File: src/rtl/sar_seq_pkg.sv
package sar_seq_pkg;
    typedef enum logic [1:0] {
        ST_IDLE  = 2'd0,
        ST_EVAL  = 2'd1,
        ST_CLEAR = 2'd2
    } seq_state_e;
endpackage

File: src/rtl/sar_rail_sync.sv
module sar_rail_sync #(
    parameter int   WIDTH     = 2,
    parameter int   STAGES    = 2,
    parameter logic RESET_VAL = 1'b1
) (
    input  logic             clk,
    input  logic             rst_n,
    input  logic [WIDTH-1:0] d,
    output logic [WIDTH-1:0] q
);
    logic [WIDTH-1:0] stage_q [STAGES];

    always_ff @(posedge clk or negedge rst_n) begin
        if (!rst_n) begin
            for (int i = 0; i < STAGES; i++) stage_q[i] <= {WIDTH{RESET_VAL}};
        end else begin
            stage_q[0] <= d;
            for (int i = 1; i < STAGES; i++) stage_q[i] <= stage_q[i-1];
        end
    end

    assign q = stage_q[STAGES-1];
endmodule

File: src/rtl/sar_done_detect.sv
module sar_done_detect (
    input  logic rail_p,
    input  logic rail_n,
    output logic ready,
    output logic decision
);
    // either rail leaving its high idle level means the comparison is over
    assign ready    = ~(rail_p & rail_n);
    assign decision = ~rail_p;
endmodule

File: src/rtl/sar_async_seq.sv
module sar_async_seq #(
    parameter int N_BITS  = 6,
    parameter int TIMEOUT = 16
) (
    input  logic              clk,
    input  logic              rst_n,
    input  logic              start,
    input  logic              cmp_p,
    input  logic              cmp_n,
    output logic              cmp_fire,
    output logic              cmp_reset,
    output logic [N_BITS-1:0] dac_code,
    output logic [N_BITS-1:0] result,
    output logic              result_valid,
    output logic              result_incomplete,
    output logic              meta_flag
);
    import sar_seq_pkg::*;

    localparam int SYNC_STAGES = 2;
    localparam int CLEAR_MIN   = SYNC_STAGES + 1;
    localparam int IDXW        = (N_BITS > 1) ? $clog2(N_BITS) : 1;
    localparam int TW          = $clog2(TIMEOUT + CLEAR_MIN + 1);
    localparam logic [N_BITS-1:0] MSB_TRIAL = {1'b1, {(N_BITS-1){1'b0}}};

    typedef struct packed {
        seq_state_e        state;
        logic [N_BITS-1:0] code;
        logic [IDXW-1:0]   idx;
        logic [TW-1:0]     timer;
        logic              last;
        logic              meta;
        logic [N_BITS-1:0] res;
        logic              valid;
        logic              incomplete;
        logic              meta_out;
    } seq_regs_t;

    seq_regs_t r_q, r_d;
    logic [1:0] rails_s;
    logic       ready_s, decision_s;

    sar_rail_sync #(.WIDTH(2), .STAGES(SYNC_STAGES), .RESET_VAL(1'b1)) u_sync (
        .clk   (clk),
        .rst_n (rst_n),
        .d     ({cmp_p, cmp_n}),
        .q     (rails_s)
    );

    sar_done_detect u_done (
        .rail_p   (rails_s[1]),
        .rail_n   (rails_s[0]),
        .ready    (ready_s),
        .decision (decision_s)
    );

    logic [N_BITS:0]   low_mask;
    logic [N_BITS-1:0] partial, trial_bit, kept_code;
    logic              bit_val, meta_new;

    always_comb begin
        r_d            = r_q;
        r_d.valid      = 1'b0;
        r_d.incomplete = 1'b0;

        low_mask  = ((N_BITS+1)'(2) << r_q.idx) - (N_BITS+1)'(1);
        partial   = r_q.code & ~low_mask[N_BITS-1:0];
        trial_bit = N_BITS'(1) << r_q.idx;
        bit_val   = ready_s & decision_s;
        meta_new  = r_q.meta | ~ready_s;
        kept_code = bit_val ? r_q.code : (r_q.code & ~trial_bit);

        unique case (r_q.state)
            ST_IDLE: begin
                if (start) begin
                    r_d.state = ST_EVAL;
                    r_d.code  = MSB_TRIAL;
                    r_d.idx   = IDXW'(N_BITS-1);
                    r_d.timer = '0;
                    r_d.meta  = 1'b0;
                    r_d.last  = 1'b0;
                end
            end
            ST_EVAL: begin
                if (start) begin
                    r_d.res        = partial;
                    r_d.incomplete = 1'b1;
                    r_d.meta_out   = r_q.meta;
                    r_d.state      = ST_CLEAR;
                    r_d.code       = MSB_TRIAL;
                    r_d.idx        = IDXW'(N_BITS-1);
                    r_d.timer      = '0;
                    r_d.meta       = 1'b0;
                    r_d.last       = 1'b0;
                end else if (ready_s || (r_q.timer == TW'(TIMEOUT-1))) begin
                    r_d.state = ST_CLEAR;
                    r_d.timer = '0;
                    r_d.meta  = meta_new;
                    if (r_q.idx == '0) begin
                        r_d.code     = kept_code;
                        r_d.res      = kept_code;
                        r_d.valid    = 1'b1;
                        r_d.meta_out = meta_new;
                        r_d.last     = 1'b1;
                    end else begin
                        r_d.code = kept_code | (trial_bit >> 1);
                        r_d.idx  = r_q.idx - IDXW'(1);
                    end
                end else begin
                    r_d.timer = r_q.timer + TW'(1);
                end
            end
            ST_CLEAR: begin
                if (start) begin
                    if (!r_q.last) begin
                        r_d.res        = partial;
                        r_d.incomplete = 1'b1;
                        r_d.meta_out   = r_q.meta;
                    end
                    r_d.code  = MSB_TRIAL;
                    r_d.idx   = IDXW'(N_BITS-1);
                    r_d.timer = '0;
                    r_d.meta  = 1'b0;
                    r_d.last  = 1'b0;
                end else if ((r_q.timer >= TW'(CLEAR_MIN-1)) && !ready_s) begin
                    r_d.state = r_q.last ? ST_IDLE : ST_EVAL;
                    r_d.timer = '0;
                end else if (r_q.timer < TW'(CLEAR_MIN-1)) begin
                    r_d.timer = r_q.timer + TW'(1);
                end
            end
            default: r_d.state = ST_IDLE;
        endcase
    end

    always_ff @(posedge clk or negedge rst_n) begin
        if (!rst_n) begin
            r_q       <= '0;
            r_q.state <= ST_IDLE;
        end else begin
            r_q <= r_d;
        end
    end

    assign cmp_fire          = (r_q.state == ST_EVAL);
    assign cmp_reset         = (r_q.state == ST_CLEAR);
    assign dac_code          = r_q.code;
    assign result            = r_q.res;
    assign result_valid      = r_q.valid;
    assign result_incomplete = r_q.incomplete;
    assign meta_flag         = r_q.meta_out;
endmodule

File: config.mk
export PLATFORM = sky130hd
export DESIGN_NAME = sar_async_seq
export DESIGN_NICKNAME = d
export VERILOG_FILES = /design/src/rtl/sar_seq_pkg.sv /design/src/rtl/sar_rail_sync.sv /design/src/rtl/sar_done_detect.sv /design/src/rtl/sar_async_seq.sv
export SDC_FILE = /design/constraint.sdc
export NUM_CORES = 1
export LEC_CHECK = 0
export BUFFER_PORTS_ARGS = -buffer_cell sky130_fd_sc_hd__buf_2
export CORE_MARGIN = 3
export CORE_UTILIZATION = 35
export CTS_CLUSTER_SIZE = 8
export DETAILED_ROUTE_END_ITERATION = 8
export HOLD_SLACK_MARGIN = 0.03
export REMOVE_ABC_BUFFERS = 1
export SLEW_MARGIN = 10
export SYNTH_ARGS = -nofsm -noshare
export SYNTH_HDL_FRONTEND = slang
export SYNTH_SLANG_ARGS = --single-unit
export TNS_END_PERCENT = 50
File: constraint.sdc
create_clock -name clk -period 2.6 [get_ports clk]
set_input_delay 0.39 -clock clk [delete_from_list [all_inputs] [get_ports clk]]
set_output_delay 0.39 -clock clk [all_outputs]
set_load 0.02 [all_outputs]
==> results of run 1 <==
-- power groups by stage --
stage	Clock [mW]	Combinational (mW)	Sequential, mW
detailed placement	0	1.07	0.636
global placement	0	1.06	0.632
finish	0.408	1.07	0.627
CTS	0.415	1.08	0.627
global route	0.436	1.20	0.639
floorplan	0	0.722	0.670
-- registers in the layout, summed over array words and instances (netlist names) --
name               flops
result_incomplete      1
u_sync.q               2
result_valid           1
meta_flag              1
u_sync.stage_q         2
result                 6
dac_code               6
r_q                   12
-- per-stage QoR --
stage	util, %	std cells	power (mW)	hold slack [ns]
CTS	39.98	301	2.117	0.1822
global route	39.98	301	2.272	0.1917
finish	39.98	301	2.109	0.1465
global placement	38.34	293	1.690	0.3467
detailed placement	38.34	293	1.702	0.3475
floorplan	-	195	1.392	0.09441
-- cells by family after synthesis --
family,after synthesis,synth area share (%)
xor gates and xnor gates,2,0.8638
adders and majority gates,14,8.637
buffers and inverters,34,8.698
muxes,12,6.478
DFF,31,38.49
and+or+nand+nor,71,19.37
AOI/OAI and AO/OA,51,17.46
-- worst register-to-register path, stage by stage (launching register included) --
cell,delay [ns]
dfrtp_1,0.44
inv_1,0.16
ha_1,0.43
nor2b_1,0.36
o21ai_0,0.23
o31ai_4,0.18
mux2_2,0.39
-- synthesized netlist by cell type, types with 3 or more instances --
master    number  share of area, %
nor2b_1       10               3.1
nand3b_1       4               1.5
dfstp_2        4               5.2
o21ai_0       13               3.2
buf_2          3              0.74
inv_1         14               2.6
a21oi_1       11               2.7
nor3_1         3              0.74
ha_1          14               8.6
buf_4         12               4.4
mux2i_1        3               1.5
mux2_2         9               5.0
o31ai_1        5               1.9
nand3_1        8               2.0
nand2_1       17               3.1
dfrtp_1       27                33
nand2b_1       4               1.2
nand4_1        4               1.2
clkbuf_1       5              0.93
nor2_1         8               1.5
-- cells in the final DEF, fill, tap and decap left out, types with 3 or more instances in the layout --
cell type  count
mux2_2         9
buf_2         21
inv_1         14
clkbuf_8       6
a21oi_1       11
buf_4          5
nand2b_1       4
nor2b_1       10
ha_1          14
o21ai_0       13
dfstp_2        4
nand2_1       17
nor2_1         8
nor3_1         3
o31ai_1        5
nand3_1        8
nand4_1        4
nand3b_1       4
dfrtp_1       27
mux2i_1        3
-- routing by layer --
layer  up-vias  wire length [µm]  global-route usage, %
met2        46              2179                  23.91
met4         0                72                  4.817
li1        780                 -                      -
met5         -                 0                      0
met3         8               241                  4.447
met1       755              2088                  19.30
-- cell type report --
class | instances | area [µm²] | area share (%)
repair buffers | 26 | 142.6 | 6.401
well taps | 72 | 90.09 | 4.043
inverters | 14 | 52.55 | 2.358
multi-input cells | 150 | 1071 | 48.06
clock inverters | 1 | 5.005 | 0.2246
clock buffers | 7 | 86.33 | 3.874
flip-flops and latches | 31 | 780.7 | 35.04
-- path summary, 6_finish.rpt --
check | from | to | slack (ns) | depth (start not counted)
max | r_q[25] | meta_flag | 0.29 | 6
min | rst_n | r_q[16] | 0.15 | 1
max reg2reg | r_q[25] | meta_flag | 0.29 | 6
min reg2reg | u_sync.stage_q[3] | u_sync.q[1] | 0.36 | 0
max in group asynchronous | rst_n | r_q[11] | 1.98 | 1
min in group clk | cmp_p | u_sync.stage_q[3] | 0.20 | 1
==> out/summary.md, run 1 <==
The run finished with clean final reports. Dividing the detail-routed wire length by the instance count gives 15.22 µm. The final layout contains 247 nets. 22 I/O pins were placed. With fillers left out, the area of the finished cells amounts to 2228 µm².

For this run, the total global-route usage over all layers was measured as 14.93%. The run gives 0.29 ns as the clock latency on the worst-skew pair. Cell at the root of the clock tree: clkbuf_8. After synthesis the cells add up to 2028 µm². Across the routed clock network, the largest skew measured is 0.01144 ns. Combinational logic is responsible for 50.9% of the overall power. Gates resized during post-CTS repair numbered 0. Along the worst path, the maximum fanout reaches 12. After filler insertion, the fill cell instance count of the layout stands at 568. The run gives 31 as the clock net sink count. The tools report the number of buffers inserted by post-CTS setup repair as 0. For the top achievable clock speed, the log shows 432.9 MHz. The die covers 6745 µm². The power density over the cells works out to 946.6 nW/µm².

The largest individual stage delay along the critical path comes from the cell dfrtp_1. Global-route congestion overflow total: 0. The switching power was 0.9112 mW; the wire length of the first global-routing pass was 7603 µm. For the maximum number of pins on one net before global-route repair, the log shows 32. The async set-or-reset flop fraction in the synthesized netlist works out to 100.0%.

After layout, the worst setup slack is 0.2902 ns. Once the floorplan was initialized, standard cells occupied 36.39% of the core. At the placement stage, the worst setup path has a slack of 0.3423 ns. The required time of the critical path was 2.77 ns; the internal power component was 1.198 mW.

TritonCTS created 5 clock buffers. The worst setup path is launched from a register. The wire-length estimate of the detail-placed layout is 3257 µm. In this run, synthesis produced a sequential element count of 31. STA puts the critical path data arrival time at 2.48 ns. The quantity of I/O buffers inserted on ports was 21. The number of diodes added for antenna fixing was 0. The count of buffer and inverter cells on the critical path is 1, and the transition time of the tightest slew-check pin is 0.7141 ns.

The remaining number of nets flagged by the antenna check after routing is 0, and the initial antenna violation count is 0. During synthesis, Yosys emitted a total of 0 warnings. The logs give 0 for the total count of max-transition violations in the final report and 1589 for the routed via count. Registers are responsible for 29.7% of the overall power. The final critical delay including setup and external delays is 2.310 ns, and the synthesized area divided by synthesized cell count is 9.433 µm².

The placed instances occupy a cell area of 2137 µm². TritonCTS built the clock tree. In the synthesized netlist, the number of instances is 215.

In this run the horizontal extent of the chip is 82.13 µm. Net switching is 43.20% of the power. The synthesized netlist contains 49 unique library cells.

The kind of critical path is register to register. In this run, synthesis inferred 0 flip-flops with an integrated enable. The worst hold-check path type is input pin to asynchronous set/reset pin. The die is 82.13 µm tall. In the final timing run, aggregate negative setup slack is 0 ns. The run gives 19.4% as the share of total power in the clock network. The routed design has 4580 µm of wire. Leading register cell type out of synthesis: dfrtp_1. The total iterations of the first detailed-routing run is 4, and the number of design rule violations left after detail routing is 0. Number of endpoints failing setup at the final stage: 0. The relative slew slack was 52.39%; the largest incremental delay on the critical path was 0.44 ns. The congestion estimate from routability-driven global placement came to 0.8024.

The analysis attributes to cell leakage a power of 1.010 nW. Traced cell by cell, the critical path runs through inv_1, ha_1, nor2b_1, o21ai_0, o31ai_4, mux2_2. The relative area change from synthesis to final layout was 9.871%.

The number of core rows came out at 27. The worst path uses 88.84% of the clock period. The tools report the fraction of the yosys area taken by sequential cells as 38.49%. Of the cells placed in the final design, the portion with a size suffix greater than 1 is 22.71%.

For the worst IR drop on VDD, the log shows 0.3670 mV. STA classifies the critical path endpoint as a register. The core region is 5574 µm². Setup repair after global routing left no endpoint under its margin. In the routed layout, each cell is associated on average with a via count of 5.279.

The via count of the first global-routing pass is 1573, and the post-CTS clock slew at the launch and capture registers of the worst setup and hold paths is 0.07 ns. The H-tree was split into 2 levels. The clock passes through at most 2 buffers. After the first detailed-routing iteration, the DRC count stood at 109. The number of hold-repair buffers added at the cts stage is 0, and the number of violations of the max-capacitance limit is 0. The dominant delay contributor by cell family on the critical path is flip-flops. The number of hold violations in the final report came out at 0.
Note: power is estimated with default switching activity, not from simulation.
==> inputs of run 2 (changes only) <==
Settings changed: REMOVE_ABC_BUFFERS 1 to not set.
==> out/summary.md, run 2 (synthesis results as in run 1) <==
Cell at the root of the clock tree: clkbuf_8 (unchanged). Number of design rule violations left after detail routing: 0 (unchanged). The cell depth of the worst setup path came out at 7 (was 6). The run gives 0 (unchanged) as the number of endpoints failing setup at the final stage.

The relative area change from synthesis to final layout works out to 10.80% (was 9.871%). The number of hold-repair buffers added at the cts stage was 0 (unchanged). The endpoint class of the critical path was a register (unchanged).

The average wire per cell in the routed design is 14.45 µm (was 15.22 µm). For the number of DRC markers after the initial detailed-route iteration, the log shows 107 (was 109). The number of diodes added for antenna fixing is 0 (unchanged). The power density over the cells is 968.0 nW/µm² (was 946.6 nW/µm²), and the wire length reported by the detailed router is 4334 µm (was 4580 µm). The relative slew slack is 55.80% (was 52.39%).

The per-cell via count in the routed design was 5.173 (was 5.279). Full die area: 6745 µm² (unchanged). The largest register by flop count was r_q (unchanged). The routability congestion estimate was 0.8257 (was 0.8024); the number of nets in the synthesized netlist was 234. The reg-to-reg startpoint is r_q[12] (was r_q[25]).

The run gives 1552 (was 1589) as the routed via count. The run gives 14.29% (was 14.93%) as the global-route usage over all layers. The net count of the finished layout was 246 (was 247). Worst hold-check path type: input pin to asynchronous set/reset pin (unchanged).

The area of the core is 5574 µm² (unchanged), and the post-CTS clock slew at the launch and capture registers of the worst setup and hold paths is 0.07 ns (about the same). The cell that appears most often on the critical path is ha_1. Total power consumption of the routed design: 2.175 mW (was 2.109 mW). Setup repair after global routing left no endpoint under its margin. Clock net sink count: 31 (unchanged). The die height came out at 82.13 µm (unchanged).

The nature of the critical path startpoint was a register (unchanged). The share of the core filled with cells in the final layout is 40.31% (was 39.98%). The worst path arrival time is 2.51 ns (was 2.48 ns), and the count of buffer and inverter cells on the critical path is 0 (was 1).

The number of buffers inserted by post-CTS setup repair is 0 (unchanged), and the quantity of I/O buffers inserted on ports is 21 (unchanged). The largest fanout on the critical path came out at 7 (was 12). The final critical delay including setup and external delays came out at 2.340 ns (was 2.310 ns). The TritonCTS buffer count was 5 (unchanged).

The total iterations of the first detailed-routing run is 4 (unchanged), and the number of cells on the worst reg-to-reg path is 7 (was 6). The most frequent standard cell in the layout excluding fill and tap cells was dfrtp_1 (unchanged). The transition time of the tightest slew-check pin was 0.6630 ns (was 0.7141 ns).

Largest incremental delay on the critical path: 0.43 ns (was 0.44 ns). The final total negative setup slack is 0 ns (unchanged). For the tightest hold margin, the log shows 0.1283 ns (was 0.1465 ns). The flip-flop count of the largest register after layout is 12 (unchanged), and the top achievable clock speed is 427.3 MHz (was 432.9 MHz).

The tools report the clock tree skew after final layout as 0.005570 ns (was 0.01144 ns). The total count of max-transition violations in the final report came out at 0 (unchanged). TritonCTS built the clock tree.

The tools report the wire length of the first global-routing pass as 7341 µm (was 7603 µm). The effective utilization at floorplan was 36.39% (unchanged); the post-route clock period utilization was 90.01% (was 88.84%). The logs give 0 (unchanged) for the number of gates resized after cts and 0.3439 mV (was 0.3670 mV) for the worst IR drop on VDD.

For the required time of the critical path, the log shows 2.77 ns (about the same). The via count of the first global-routing pass is 1414 (was 1573). The maximum clock insertion buffer count was 2 (unchanged).

The run gives 27 (unchanged) as the number of core rows. The dominant delay contributor by cell family on the critical path is simple AND/OR/NAND/NOR gates (was flip-flops). The logs give 2 (unchanged) for the number of H-tree branching levels and 22 (unchanged) for the I/O pin count.

The tools report the maximum number of pins on one net before global-route repair as 32 (unchanged). The register-to-register setup slack was 0.26 ns (was 0.29 ns). CP Cell Sequence: ha_1, and3_2, ha_1, nand3b_1, nand2_1, o31ai_4, mux2_2 (was inv_1, ha_1, nor2b_1, o21ai_0, o31ai_4, mux2_2).

The run finished with clean final reports. The fraction of layout instances using a drive strength above 1 came out at 22.81% (was 22.71%). Most frequent cells in the layout: dfrtp_1, buf_2, nand2_1 (unchanged). The cell leakage power was 1.018 nW (was 1.010 nW).

The horizontal die dimension is 82.13 µm (unchanged). The reg-to-reg critical path endpoint is meta_flag (unchanged). The clock latency on the worst-skew pair was 0.29 ns (about the same). The number of hold violations in the final report came out at 0 (unchanged).

Count of placed standard cells including taps: 292 (was 293). The master of the slowest instance on the critical path was dfrtp_1 (unchanged). The global-route congestion overflow total is 0 (unchanged), and the number of violations of the max-capacitance limit is 0 (unchanged).

The remaining number of nets flagged by the antenna check after routing was 0 (unchanged); the initial antenna violation count was 0 (unchanged). The tools report the half-perimeter wire length after detailed placement as 3116 µm (was 3257 µm). Kind of critical path: register to register (unchanged). For the number of standard cells in the final layout excluding fillers, the log shows 300 (was 301).
-- run 2: changes by cell type in the layout (fill, tap and decap cells not counted), sizes merged --
cell | before | now
clkbuf | 7 | 6
bufinv | 0 | 1
buf | 26 | 25
-- run 2: layout make-up --
cell class	instances	area [µm²]
fill	575	3327
multi-input combinational	150	1071
sequential	31	780.7
timing repair buffer	25	135.1
tap	72	90.09
clock buffer	6	82.58
inverter	14	52.55
clock inverter	2	35.03
-- run 2: stage by stage --
stage,area [µm²],setup WS (ns)
after global routing,2247,0.02974
after global placement,2130,0.3232
after CTS,2247,0.2330
after detailed placement,2130,0.2527
final,2247,0.2598
after floorplan,2028,0.5243
-- run 2: worst max-delay path by stage --
stage,slack (ns),startpoint,to
after floorplan,0.52,r_q[25],meta_flag
after global placement,0.32,r_q[12],result[4]
after detailed placement,0.25,r_q[12],result[3]
after CTS,0.23,r_q[12],meta_flag
after global routing,0.03,r_q[12],result[0]
final,0.26,r_q[12],meta_flag
-- run 2: routing by layer --
| layer | part of all wire, % | global-route usage (%) |
|---|---|---|
| met3 | 2.8 | 2.603 |
| met4 | 1.1 | 5.980 |
| met5 | 0 | 0 |
| met2 | 44 | 20.03 |
| met1 | 52 | 21.29 |
-- run 2: where the power goes --
part	internal, mW	switching [mW]
sequential	0.560	0.0640
clock	0.310	0.185
combinational	0.422	0.634
total	1.29	0.883
==> inputs of run 3 (changes only) <==
Settings changed: CTS_BUF_LIST set to sky130_fd_sc_hd__clkbuf_4 sky130_fd_sc_hd__clkbuf_8, GPL_TIMING_DRIVEN set to 0.
==> out/summary.md, run 3 (synthesis results as in run 1) <==
The fraction of layout instances using a drive strength above 1 is 25.82% (was 22.81%), and the power density over the cells is 903.1 nW/µm² (was 968.0 nW/µm²). The area of the core was 5574 µm² (unchanged). The post-CTS clock slew at the launch and capture registers of the worst setup and hold paths is 0.07 ns (about the same), and the wire length of the first global-routing pass is 7410 µm (was 7341 µm).

For the net count of the finished layout, the log shows 262 (was 246). The flow ran to the end, and the final reports show no timing, DRC or antenna violations. CP Cell Sequence: ha_1, and3_2, ha_1, nand3b_1, nand2_1, o31ai_4, mux2_2 (unchanged).

The number of gates resized after cts was 0 (unchanged). The logs give 0.8535 (was 0.8257) for the routability congestion estimate and 0 (unchanged) for the number of buffers inserted by post-CTS setup repair. The I/O pin count is 22 (unchanged). The most frequent standard cell in the layout excluding fill and tap cells was dfrtp_1 (unchanged). The full die area is 6745 µm² (unchanged), and the worst path arrival time is 2.53 ns (was 2.51 ns).

The number of core rows was 27 (unchanged); the half-perimeter wire length after detailed placement was 3104 µm (was 3116 µm). The reg-to-reg critical path endpoint is result[4] (was meta_flag). The tools report the final total negative setup slack as 0 ns (unchanged). The clock latency on the worst-skew pair was 0.29 ns (about the same).

Number of nets in the synthesized netlist: 234 (unchanged). TritonCTS built the clock tree. For the relative slew slack, the log shows 53.53% (was 55.80%).

The tools report the maximum number of pins on one net before global-route repair as 32 (unchanged). Most frequent cells in the layout: dfrtp_1, buf_2, nand2_1 (unchanged). The endpoint class of the critical path is a register (unchanged). The tools report the reg-to-reg startpoint as r_q[12] (unchanged). The cell leakage power came out at 1.074 nW (was 1.018 nW). Clock tree skew after final layout: 0.008743 ns (was 0.005570 ns).

Number of hold-repair buffers added at the cts stage: 0 (unchanged). Number of design rule violations left after detail routing: 0 (unchanged). The logs give 2318 µm² (was 2247 µm²) for the final design instance area without fill and 2.77 ns (about the same) for the required time of the critical path. The run gives 0 (unchanged) as the number of violations of the max-capacitance limit. Worst hold-check path type: input pin to asynchronous set/reset pin (unchanged).

The die height was 82.13 µm (unchanged); the total count of max-transition violations in the final report was 0 (unchanged). The clock net sink count is 31 (unchanged). For the number of hold violations in the final report, the log shows 0 (unchanged). The global-route usage over all layers is 14.12% (was 14.29%). The effective utilization at floorplan was 36.39% (unchanged).

Cell seen most often among critical-path stages: ha_1 (unchanged). The transition time of the tightest slew-check pin is 0.6970 ns (was 0.6630 ns). The largest register by flop count is r_q (unchanged). The tools report the number of diodes added for antenna fixing as 0 (unchanged). Largest fanout on the critical path: 7 (unchanged). The logs give 2 (unchanged) for the number of H-tree branching levels and 4264 µm (was 4334 µm) for the wire length reported by the detailed router. The per-cell via count in the routed design was 5.025 (was 5.173); the via count of the first global-routing pass was 1549 (was 1414).

The run gives 0 (unchanged) as the number of endpoints failing setup at the final stage. For the TritonCTS buffer count, the log shows 5 (unchanged). The run gives 582 (was 575) as the count of filler cells inserted in the layout.

Remaining number of nets flagged by the antenna check after routing: 0 (unchanged). The post-detailed-placement cell area was 2223 µm² (was 2130 µm²). The kind of critical path is register to register (unchanged). The largest incremental delay on the critical path is 0.43 ns (about the same), and the worst IR drop on VDD is 0.2706 mV (was 0.3439 mV).

The global-route congestion overflow total came out at 0 (unchanged). The average wire per cell in the routed design is 13.49 µm (was 14.45 µm), and the flip-flop count of the largest register after layout is 12 (unchanged). The routed via count was 1588 (was 1552); the horizontal die dimension was 82.13 µm (unchanged).

The post-route clock period utilization is 90.70% (was 90.01%). The total iterations of the first detailed-routing run is 6 (was 4). The quantity of I/O buffers inserted on ports was 21 (unchanged); the maximum clock insertion buffer count was 2 (unchanged). The number of DRC markers after the initial detailed-route iteration was 124 (was 107); the number of cells on the worst reg-to-reg path was 7 (unchanged).

The final critical delay including setup and external delays was 2.358 ns (was 2.340 ns). The relative area change from synthesis to final layout came out at 14.31% (was 10.80%). The nature of the critical path startpoint is a register (unchanged). The register-to-register setup slack is 0.24 ns (was 0.26 ns). The initial antenna violation count is 0 (unchanged). Top achievable clock speed: 424.1 MHz (was 427.3 MHz).

Master of the slowest instance on the critical path: dfrtp_1 (unchanged). Setup repair after global routing left no endpoint under its margin. The cell at the root of the clock tree was clkbuf_8 (unchanged).
run 3: cell count changes in the layout (fill, tap and decap cells not counted), sizes merged:
cell    delta
clkbuf     +6
bufinv     -1
buf       +11
run 3: worst max path at each step:
stage                end     from  slack [ns]  depth (start not counted)
3_3_place_gp   result[3]  r_q[12]        0.21                          7
4_1_cts        result[4]  r_q[12]        0.21                          7
2_1_floorplan  meta_flag  r_q[25]        0.52                          7
3_5_place_dp   result[4]  r_q[12]        0.20                          7
6_report       result[4]  r_q[12]        0.24                          7
5_1_grt        result[2]  r_q[12]        0.05                          7
run 3: worst max-delay path, delay by kind of cell (launching register included):
family	cells	cell delay, ns
DFF	1	0.43
and+or+nand+nor	3	0.65
muxes	1	0.38
adders and majority gates	2	0.39
AOI/OAI and AO/OA	1	0.40
run 3: power by group:
part,switching (mW),internal (mW),total [mW]
Combinational,0.629,0.428,1.06
Clock,0.186,0.224,0.410
Sequential,0.0671,0.560,0.627
Total,0.882,1.21,2.09
run 3: layer usage:
layer	vias up	track usage [%]	part of all wire [%]
met5	-	0	0
met4	0	4.485	1.5
met3	5	2.603	4.0
met2	33	22.78	45
met1	739	19.07	49
li1	811	-	-
run 3: through the flow:
stage | hold slack [ns] | setup slack [ns] | util [%] | power (mW) | std cells
after floorplan | 0.09441 | 0.5243 | - | 1.446 | 215
after global placement | 0.3453 | 0.2148 | 39.89 | 1.690 | 308
after detailed placement | 0.3468 | 0.1997 | 39.89 | 1.691 | 308
after CTS | 0.1731 | 0.2104 | 41.59 | 2.113 | 316
after global routing | 0.1881 | 0.05281 | 41.59 | 2.264 | 316
final | 0.1455 | 0.2419 | 41.59 | 2.094 | 316
run 3: final cells by class:
cell class | instances | area, µm² | share of cell area (%)
Inverter | 14 | 52.55 | 2.267
Clock inverter | 1 | 5.005 | 0.2159
Buffer | 20 | 123.9 | 5.343
Tap cell | 72 | 90.09 | 3.886
Multi-Input combinational cell | 150 | 1071 | 46.20
Timing Repair Buffer | 21 | 105.1 | 4.533
Clock buffer | 7 | 90.09 | 3.886
Sequential cell | 31 | 780.7 | 33.68
